<file path="src/rtl/dsd_pkg.sv">
// Shared types and constants for the downstream address decoder.
// Assumes a 40-bit host address; aperture prefixes are defined on bits 39:25.
package dsd_pkg;

    typedef enum logic [1:0] {
        TGT_NONE     = 2'd0,
        TGT_MEM      = 2'd1,
        TGT_IO       = 2'd2,
        TGT_SELF_CFG = 2'd3
    } tgt_e;

    localparam logic [3:0] CMD_NONE   = 4'h0;
    localparam logic [3:0] CMD_IO_RD  = 4'h2;
    localparam logic [3:0] CMD_IO_WR  = 4'h3;
    localparam logic [3:0] CMD_MEM_RD = 4'h6;
    localparam logic [3:0] CMD_MEM_WR = 4'h7;

    // Highest value of address bits 39:32 still inside the memory aperture.
    localparam logic [7:0]  MEM_TOP_BYTE = 8'hFC;
    // Address bits 39:25 that select the I/O and configuration apertures.
    localparam logic [14:0] IO_PREFIX  = {8'hFD, 7'h7E};
    localparam logic [14:0] CFG_PREFIX = {8'hFD, 7'h7F};

    // Legacy VGA frame-buffer window in memory space.
    localparam logic [19:0] VGA_MEM_LO = 20'hA_0000;
    localparam logic [19:0] VGA_MEM_HI = 20'hB_FFFF;

endpackage

</file>
<file path="src/rtl/dsd_mem_match.sv">
// Memory aperture matcher.
// Claims an address below the memory aperture top when memory space is enabled
// and the address hits the 32-bit window, the 64-bit prefetchable window or the
// VGA frame-buffer window. Purely combinational; assumes AW is at least 32.
module dsd_mem_match
    import dsd_pkg::*;
#(
    parameter int AW    = 40,
    parameter int LOW_W = 32
) (
    input  logic [AW-1:0]    addr,
    input  logic             mem_en,
    input  logic             vga_en,
    input  logic [LOW_W-1:0] win_base,
    input  logic [LOW_W-1:0] win_limit,
    input  logic [63:0]      pf_base,
    input  logic [63:0]      pf_limit,
    output logic             hit,
    output logic             dac
);
    localparam int TOP_LSB = AW - 8;

    logic        in_aperture;
    logic        below_4g;
    logic        win_hit;
    logic        pf_hit;
    logic        vga_hit;
    logic [63:0] addr_ext;

    // Evaluate each memory window and merge them under the space enable.
    always_comb begin
        addr_ext    = {{(64-AW){1'b0}}, addr};
        in_aperture = addr[AW-1:TOP_LSB] <= MEM_TOP_BYTE;
        below_4g    = addr[AW-1:LOW_W] == '0;
        win_hit     = below_4g && (addr[LOW_W-1:0] >= win_base)
                               && (addr[LOW_W-1:0] <= win_limit);
        pf_hit      = (addr_ext >= pf_base) && (addr_ext <= pf_limit);
        vga_hit     = vga_en && (addr >= AW'(VGA_MEM_LO)) && (addr <= AW'(VGA_MEM_HI));
        hit         = mem_en && in_aperture && (win_hit || pf_hit || vga_hit);
        dac         = !below_4g;
    end

endmodule

</file>
<file path="src/rtl/dsd_io_match.sv">
// I/O aperture matcher.
// Strips the host address down to its pass-through bits and claims it through the
// base/limit window (minus ISA alias holes) or through the VGA register aliases.
// Purely combinational; assumes PASS_W is at least 16.
module dsd_io_match
    import dsd_pkg::*;
#(
    parameter int AW     = 40,
    parameter int PASS_W = 25,
    parameter int WIN_W  = 32
) (
    input  logic [AW-1:0]    addr,
    input  logic             io_en,
    input  logic             isa_en,
    input  logic             vga_en,
    input  logic [WIN_W-1:0] win_base,
    input  logic [WIN_W-1:0] win_limit,
    output logic             hit,
    output logic [AW-1:0]    io_addr
);
    localparam int PFX_W = AW - PASS_W;

    logic             in_aperture;
    logic [WIN_W-1:0] offset;
    logic [9:0]       lo10;
    logic             low_64k;
    logic             isa_hole;
    logic             win_hit;
    logic             vga_hit;

    // Translate the address and apply window, hole and VGA alias rules.
    always_comb begin
        in_aperture = addr[AW-1:PASS_W] == PFX_W'(IO_PREFIX);
        offset      = {{(WIN_W-PASS_W){1'b0}}, addr[PASS_W-1:0]};
        lo10        = offset[9:0];
        low_64k     = offset[WIN_W-1:16] == '0;
        isa_hole    = isa_en && low_64k && (offset[9:8] != 2'b00);
        win_hit     = (offset >= win_base) && (offset <= win_limit) && !isa_hole;
        vga_hit     = vga_en && low_64k &&
                      (((lo10 >= 10'h3B0) && (lo10 <= 10'h3BB)) ||
                       ((lo10 >= 10'h3C0) && (lo10 <= 10'h3DF)));
        hit         = io_en && in_aperture && (win_hit || vga_hit);
        io_addr     = {{PFX_W{1'b0}}, addr[PASS_W-1:0]};
    end

endmodule

</file>
<file path="src/rtl/dsd_cfg_match.sv">
// Configuration aperture matcher.
// Claims Type 0 requests whose device number equals the bridge's unit ID and
// yields the register offset inside the bridge's own configuration space.
// Purely combinational.
module dsd_cfg_match
    import dsd_pkg::*;
#(
    parameter int AW     = 40,
    parameter int PASS_W = 25,
    parameter int UNIT_W = 5,
    parameter int OFS_W  = 8
) (
    input  logic [AW-1:0]     addr,
    input  logic [UNIT_W-1:0] unit_id,
    output logic              hit,
    output logic [AW-1:0]     reg_addr
);
    localparam int PFX_W   = AW - PASS_W;
    localparam int TYPE_B  = PASS_W - 1;
    localparam int DEV_LSB = 11;

    logic in_aperture;
    logic type1;
    logic dev_match;

    // Check aperture, request type and device number.
    always_comb begin
        in_aperture = addr[AW-1:PASS_W] == PFX_W'(CFG_PREFIX);
        type1       = addr[TYPE_B];
        dev_match   = addr[DEV_LSB+UNIT_W-1:DEV_LSB] == unit_id;
        hit         = in_aperture && !type1 && dev_match;
        reg_addr    = {{(AW-OFS_W){1'b0}}, addr[OFS_W-1:0]};
    end

endmodule

</file>
<file path="src/rtl/dsd_addr_decoder.sv">
// Downstream address decoder, top level.
// Runs the memory, I/O and configuration matchers in parallel on each request,
// selects the single claiming aperture (the apertures are disjoint) and registers
// accept, class, command, address and dual-address flag for one cycle.
// Assumes the configuration inputs are stable while a request is presented.
module dsd_addr_decoder
    import dsd_pkg::*;
#(
    parameter int AW     = 40,
    parameter int LOW_W  = 32,
    parameter int PASS_W = 25,
    parameter int UNIT_W = 5,
    parameter int OFS_W  = 8
) (
    input  logic              clk,
    input  logic              rst_n,
    input  logic              req_valid,
    input  logic [AW-1:0]     req_addr,
    input  logic              req_write,
    input  logic              mem_en,
    input  logic              io_en,
    input  logic              isa_en,
    input  logic              vga_en,
    input  logic [LOW_W-1:0]  mem_base,
    input  logic [LOW_W-1:0]  mem_limit,
    input  logic [63:0]       pf_base,
    input  logic [63:0]       pf_limit,
    input  logic [LOW_W-1:0]  io_base,
    input  logic [LOW_W-1:0]  io_limit,
    input  logic [UNIT_W-1:0] unit_id,
    output logic              rsp_valid,
    output logic              rsp_accept,
    output logic [1:0]        rsp_class,
    output logic [3:0]        rsp_cmd,
    output logic [AW-1:0]     rsp_addr,
    output logic              rsp_dac
);
    logic          mem_hit;
    logic          mem_dac;
    logic          io_hit;
    logic [AW-1:0] io_addr;
    logic          cfg_hit;
    logic [AW-1:0] cfg_addr;

    logic          nx_accept;
    tgt_e          nx_class;
    logic [3:0]    nx_cmd;
    logic [AW-1:0] nx_addr;
    logic          nx_dac;

    dsd_mem_match #(.AW(AW), .LOW_W(LOW_W)) u_mem (
        .addr      (req_addr),
        .mem_en    (mem_en),
        .vga_en    (vga_en),
        .win_base  (mem_base),
        .win_limit (mem_limit),
        .pf_base   (pf_base),
        .pf_limit  (pf_limit),
        .hit       (mem_hit),
        .dac       (mem_dac)
    );

    dsd_io_match #(.AW(AW), .PASS_W(PASS_W), .WIN_W(LOW_W)) u_io (
        .addr      (req_addr),
        .io_en     (io_en),
        .isa_en    (isa_en),
        .vga_en    (vga_en),
        .win_base  (io_base),
        .win_limit (io_limit),
        .hit       (io_hit),
        .io_addr   (io_addr)
    );

    dsd_cfg_match #(.AW(AW), .PASS_W(PASS_W), .UNIT_W(UNIT_W), .OFS_W(OFS_W)) u_cfg (
        .addr      (req_addr),
        .unit_id   (unit_id),
        .hit       (cfg_hit),
        .reg_addr  (cfg_addr)
    );

    // Pick the claiming aperture and form its command and address.
    always_comb begin
        nx_accept = 1'b0;
        nx_class  = TGT_NONE;
        nx_cmd    = CMD_NONE;
        nx_addr   = '0;
        nx_dac    = 1'b0;
        if (req_valid) begin
            if (mem_hit) begin
                nx_accept = 1'b1;
                nx_class  = TGT_MEM;
                nx_cmd    = req_write ? CMD_MEM_WR : CMD_MEM_RD;
                nx_addr   = req_addr;
                nx_dac    = mem_dac;
            end else if (io_hit) begin
                nx_accept = 1'b1;
                nx_class  = TGT_IO;
                nx_cmd    = req_write ? CMD_IO_WR : CMD_IO_RD;
                nx_addr   = io_addr;
            end else if (cfg_hit) begin
                nx_accept = 1'b1;
                nx_class  = TGT_SELF_CFG;
                nx_addr   = cfg_addr;
            end
        end
    end

    // Register the decision one cycle after the request.
    always_ff @(posedge clk) begin
        if (!rst_n) begin
            rsp_valid  <= 1'b0;
            rsp_accept <= 1'b0;
            rsp_class  <= 2'd0;
            rsp_cmd    <= CMD_NONE;
            rsp_addr   <= '0;
            rsp_dac    <= 1'b0;
        end else begin
            rsp_valid  <= req_valid;
            rsp_accept <= nx_accept;
            rsp_class  <= nx_class;
            rsp_cmd    <= nx_cmd;
            rsp_addr   <= nx_addr;
            rsp_dac    <= nx_dac;
        end
    end

    // a request yields a result pulse on the next cycle.
    p_valid_follows_r1: assert property (@(posedge clk) disable iff (!rst_n)
        req_valid |=> rsp_valid);

    // no request means a quiet result on the next cycle.
    p_idle_quiet_r1: assert property (@(posedge clk) disable iff (!rst_n)
        !req_valid |=> (!rsp_valid && !rsp_accept));

    // a claimed memory access carries a memory command.
    p_mem_cmd_r4: assert property (@(posedge clk) disable iff (!rst_n)
        (rsp_accept && rsp_class == 2'd1) |-> (rsp_cmd == CMD_MEM_RD || rsp_cmd == CMD_MEM_WR));

    // the dual-address flag appears only on claimed memory results.
    p_dac_mem_only_r5: assert property (@(posedge clk) disable iff (!rst_n)
        rsp_dac |-> (rsp_accept && rsp_class == 2'd1));

    // translated I/O addresses carry nothing above the pass-through bits.
    p_io_addr_narrow_r6: assert property (@(posedge clk) disable iff (!rst_n)
        (rsp_accept && rsp_class == 2'd2) |-> (rsp_addr[AW-1:PASS_W] == '0));

    // a claimed I/O access carries an I/O command.
    p_io_cmd_r9: assert property (@(posedge clk) disable iff (!rst_n)
        (rsp_accept && rsp_class == 2'd2) |-> (rsp_cmd == CMD_IO_RD || rsp_cmd == CMD_IO_WR));

    // own configuration hits issue no secondary-bus command.
    p_cfg_no_cmd_r10: assert property (@(posedge clk) disable iff (!rst_n)
        (rsp_class == 2'd3) |-> (rsp_cmd == CMD_NONE && rsp_accept));

    // a rejected result has every field cleared.
    p_reject_clean_r11: assert property (@(posedge clk) disable iff (!rst_n)
        (rsp_valid && !rsp_accept) |->
        (rsp_class == 2'd0 && rsp_cmd == CMD_NONE && rsp_addr == '0 && !rsp_dac));

endmodule

</file>
<file path="config.mk">
export PLATFORM = sky130hd
export DESIGN_NAME = dsd_addr_decoder
export DESIGN_NICKNAME = d
export VERILOG_FILES = /design/src/rtl/dsd_pkg.sv /design/src/rtl/dsd_mem_match.sv /design/src/rtl/dsd_io_match.sv /design/src/rtl/dsd_cfg_match.sv /design/src/rtl/dsd_addr_decoder.sv
export SDC_FILE = /design/constraint.sdc
export NUM_CORES = 1
export LEC_CHECK = 0
export ABC_AREA = 1
export BUFFER_PORTS_ARGS = -buffer_cell sky130_fd_sc_hd__buf_2
export CAP_MARGIN = 20
export CORE_AREA = 10 10 132 134
export CTS_CLUSTER_DIAMETER = 120
export CTS_CLUSTER_SIZE = 20
export DETAILED_ROUTE_END_ITERATION = 16
export DIE_AREA = 0 0 142 144
export GPL_ROUTABILITY_DRIVEN = 0
export PLACE_DENSITY_LB_ADDON = 0.05
export SKIP_LAST_GASP = 1
export SYNTH_ARGS = -nofsm -noshare
export SYNTH_HDL_FRONTEND = slang
export SYNTH_SLANG_ARGS = --single-unit
</file>
<file path="constraint.sdc">
create_clock -name clk -period 3.8 [get_ports clk]
set_input_delay 0.57 -clock clk [delete_from_list [all_inputs] [get_ports clk]]
set_output_delay 0.57 -clock clk [all_outputs]
set_load 0.01 [all_outputs]
</file>
**Word-level counts from Yosys, hierarchy flattened**

Cells that the tools add are included.

- Equality and inequality tests: 3
- Bitwise gates (word level): 2
- Muxes and demuxes: 13
- Reductions and logical operators: 32
- $lt $le $gt $ge: 13

Operators by type and width:

| kind | count |
|---|---|
| 40-bit by 64-bit >= comparator with 1-bit output | 1 |
| 40-bit by 64-bit <= comparator with 1-bit output | 1 |
| 40-bit by 20-bit >= comparator with 1-bit output (second input constant) | 1 |
| 40-bit by 20-bit <= comparator with 1-bit output (second input constant) | 1 |
| 40-bit two-way mux | 1 |
| 25-bit by 32-bit >= comparator with 1-bit output | 1 |
| 32-bit >= comparator | 1 |
| 25-bit by 32-bit <= comparator with 1-bit output | 1 |
| 32-bit <= comparator | 1 |
| 15-bit equality test (second input constant) | 2 |
| 25-bit two-way mux | 1 |
| 10-bit >= comparator (second input constant) | 2 |
| 10-bit <= comparator (second input constant) | 2 |
| 1-bit logical AND | 19 |
| 9-bit logical NOT | 1 |
| 8-bit <= comparator (second input constant) | 1 |
| 8-bit logical NOT | 1 |
| 8-bit two-way mux | 1 |
| 1-bit two-way mux | 6 |
| 2-bit two-way mux | 3 |
| 5-bit equality test | 1 |
| 1-bit logical OR | 4 |
| 1-bit logical NOT | 3 |
| 3-bit two-way mux | 1 |
| 5 further kinds | 6 |

- Output and inout bits: 49
- Register bits: 49
- Input port bits: 309
- Logic and storage cells: 70

**Longest topological paths before layout**

- Word-level depth: 9
- Mapped depth: 23
- Depth with buffers taken out: 22

**Hierarchy**

From an unflattened synthesis, not the netlist that was laid out.

- Cell total of the unflattened synthesis: 1364
- Area total of the unflattened synthesis: 8436.8 µm²

By module, submodules not included:

| module | times used | sequential area each (µm²) | area each (µm²) | cells an instance |
|---|---|---|---|---|
| dsd_mem_match | 1 | 0.0 | 4051.4 | 667 |
| dsd_addr_decoder | 1 | 960.9 | 2095.8 | 326 |
| dsd_io_match | 1 | 0.0 | 1824.2 | 292 |
| dsd_cfg_match | 1 | 0.0 | 465.4 | 79 |

**Worst setup path before layout**

OpenSTA, ideal clock, no wires.

- Kind: input port to flip-flop
- Start point: input port req_addr[0]
- End point: register rsp_addr[0]
- Arrival time: 2.076 ns
- Path buffers: 0
- Setup slack: 1.604 ns
- Data required time: 3.679 ns
- Stages: 20
- Cell sequence: inv_1 ha_1 nand2_1 nor2_1 nor2_1 nand2_1 nand2_1 nand2_1 nand2_1 nand2_1 nand2_1 nand2_1 nand2_1 nand2_1 nand2_1 nand2_1 nand3_1 nand2_1 nor2_4 nor2_1

- Longest elaborated chain between the ends: 8

Ends and longest elaborated chain:

| item | RTL line | source |
|---|---|---|
| start: declaration | dsd_addr_decoder.sv:18 | `input logic [AW-1:0] req_addr,` |
| parallel branches: the longest is 7 deep, another holds 40-bit by 64-bit >= comparator with 1-bit output | n/a |  |
| 40-bit two-way mux (*) | dsd_addr_decoder.sv:89 | `if (mem_hit) begin` |
| end signal: assignment | dsd_addr_decoder.sv:122 | `rsp_addr <= nx_addr;` |
| end: declaration | dsd_addr_decoder.sv:35 | `output logic [AW-1:0] rsp_addr,` |

Mark *: on every way between the ends.
A chain may end at the register's enable or synchronous reset.

**Final worst setup path**

- Start point: input port req_addr[31]
- End point: register rsp_cmd[0]

- Longest elaborated chain between the ends: 7

Ends and longest elaborated chain:

| item | RTL line | source |
|---|---|---|
| parallel branches: the longest is 6 deep, another holds 40-bit by 64-bit >= comparator with 1-bit output | n/a |  |
| 3-bit two-way mux (*) | dsd_addr_decoder.sv:89 |  |
| end signal: assignment | dsd_addr_decoder.sv:121 | `rsp_cmd <= nx_cmd;` |
| end: declaration | dsd_addr_decoder.sv:34 | `output logic [3:0] rsp_cmd,` |

Marks and branches as above.

==> flow_summary_export.csv <==
group,metric,value,unit
global_route,antenna_found_initial,1,
setup_path,worstSetupStartpoint,"req_addr[31]",
timing,hold_viol_final,0,
logic_synthesis,syn-instance-count,1069,
logic_synthesis,syn_nets,1572,
pwr,total_leakage_power,0.00595,uW
floorplan,rows,45,
clocking,h-tree-depth,2,
hold_path,worstHoldPathCells,3,
detailed_routing,wl,24700,um
clocking,cts-resized-gates,0,
global_route,grt_pass1_vias,7621,
clocking,cts_made_buffers,5,
clocking,cts-hold-fix-buffers,0,
pwr,combPwrFrac,43.2,%
cells_and_area,final_common_cell,"buf_2",
detailed_routing,vias,7649,
pwr,power_density,181,nW/um^2
clocking,cts_num_sinks,48,
placement,post-place-cells,1610,
timing,tns,0,ns
floorplan,start_util,47.0,%
hold_path,hold_path_class,"input pin to flip-flop",
placement,io_buffers,356,
cells_and_area,fin_nets,1932,
clocking,cts.clk_slew.worst_paths,0.06,ns
run,drv_cap,0,
cells_and_area,areaGrowthSynthToFinish,30.6,%
floorplan,dieWidth,142,um
clocking,cts_tree,"done",
setup_path,required,4.02,ns
timing,fmax,381,MHz
pwr,power_switching,563,uW
detailed_routing,first_iter_violations,312,
setup_path,cp_max_fo,18,
detailed_routing,wl_per_cell,15.3,um
detailed_routing,drc,0,
pwr,p_int,1090,uW
global_route,groute.usage.overall,22.8,%
logic_synthesis,synth_seq_cells,48,
pwr,vdd_drop_max,158,uV
floorplan,dieArea,20400,um^2
detailed_routing,ant_nets,0,
cells_and_area,layout_common_cells,"buf_2 (356), inv_1 (273), nand2_1 (210), ha_1 (194), nor2_1 (118)",
global_route,grt_overflow,0,
timing,finalCritPeriodShare,69.0,%
timing,tightest_slew,0.679,ns
pwr,seqPwrFrac,30.5,%
pwr,clock_power_share,26.2,%
logic_synthesis,ys_types,34,
floorplan,die_h,144,um
hold_path,hold_start,"req_write",
timing,setup_viol,0,
floorplan,io_pins,358,
floorplan,coreArea,14900,um^2
global_route,grt_pass1_wl,37500,um
status,status,"completed",
timing,finalMaxSlewViolations,0,
logic_synthesis,syn_avg_cell_area,6.53,um^2
setup_path,worstSetupPathType,"input pin to flip-flop",
logic_synthesis,synth_area,6990,um^2
placement,dp_hpwl,22400,um
detailed_routing,via_per_inst,4.73,
clocking,cts_root_buffer,"clkbuf_16",
timing,min_period,2.62,ns
global_route,grt_max_degree,19,
timing,rsz0062_at_grt,"no",
logic_synthesis,ys_warn_count,0,
clocking,cts_setup_buffers,0,
timing,relSlewSlack,54.3,%
clocking,clockBufferDepth,2,
setup_path,end_kind,"flip-flop",
cells_and_area,drive_gt1_share,27.2,%
cells_and_area,stdcell_count,1618,
setup_path,start_kind,"input pin",
logic_synthesis,seq_area_frac_synth,13.8,%
setup_path,cp.arrival,2.84,ns
pwr,p_sw_share,34.1,%
detailed_routing,dr.pass1.iters,4,
per-stage QoR:
stage               setup WS, ns  hold WS (ns)  instance area, um^2  utilization [%]  power (uW)
global route               0.973         0.514                 9120             61.4        1810
detailed placement         0.853         0.800                 8970             60.3        1230
finish                      1.18         0.507                 9120             61.4        1650
global placement           0.889         0.790                 8970             60.3        1220
CTS                         1.14         0.502                 9120             61.3        1670
floorplan                   1.60         0.682                 6990                -         920
Yosys cell counts:
cell type	n	area, um^2
a2111oi_0	1	8.76
a211oi_1	4	30.0
a21o_1	4	30.0
a21oi_1	86	430
buf_12	1	20.0
buf_2	1	5.00
buf_4	1	7.51
conb_1	1	3.75
dfxtp_1	48	961
ha_1	194	2430
inv_1	273	1020
inv_6	1	8.76
nand2_1	210	788
nand2_2	1	6.26
nand2_4	1	11.3
nand3_1	22	110
nand3_4	1	17.5
nand3b_1	2	15.0
nand4_1	21	131
nor2_1	118	443
nor2_2	14	87.6
nor2_4	1	11.3
nor3_1	10	50.1
nor3_2	3	30.0
nor4_1	7	43.8
nor4_2	2	25.0
o2111ai_1	1	8.76
o211ai_1	1	7.51
o21a_1	9	67.6
o21ai_0	22	110
o21bai_1	3	22.5
or2_2	1	6.26
xnor2_1	2	17.5
xor2_1	2	17.5
metal layers:
layer	global-route usage [%]	share of wire [%]
met2	39.3	47
met3	7.18	9.1
met1	26.9	42
met4	5.49	1.9
met5	0	0
flip-flops by register name (all words and copies together) (netlist names):
name        flops
rsp_valid       1
rsp_accept      1
rsp_class       2
rsp_cmd         3
rsp_dac         1
rsp_addr       40
power groups by stage:
stage / Combinational [uW] / Sequential, uW / Clock, uW
after global routing: 839 / 504 / 466
final: 713 / 504 / 433
after floorplan: 405 / 515 / 0
after CTS: 719 / 504 / 442
after global placement: 703 / 515 / 0
after detailed placement: 715 / 515 / 0
cell families after synthesis:
kind of cell | share of synthesized area [%]
buf+inv | 15.3
compound gates | 10.2
other cells | 0.0537
fa+ha+maj | 34.7
xor+xnor | 0.502
flops | 13.8
simple gates | 25.4
worst max-delay path, stage by stage:
cell     delay [ns]
buf_2          0.16
ha_1           0.33
nand4_1        0.09
inv_1          0.09
nand2_1        0.09
nor4_1         0.53
nand2_1        0.11
nand2_1        0.08
nand2_1        0.05
nand2_1        0.07
nand2_1        0.06
nand2_2        0.09
nand3_4        0.20
nand2_4        0.15
inv_6          0.08
nor2_1         0.10
path summary, 6_finish.rpt:
| kind | endpoint |
|---|---|
| worst max-delay path | rsp_cmd[0] |
| worst min-delay path | rsp_cmd[0] |
cell type report:
cell class	instances	area (um^2)
Clock buffer	6	139
Sequential cell	48	961
Antenna cell	1	2.50
Tap cell	188	235
Timing Repair Buffer	356	1780
Clock inverter	1	8.76
Inverter	274	1030
Multi-Input combinational cell	744	4960
Fill cell	1537	5740
No activity file was read; power rests on OpenSTA's default activity.
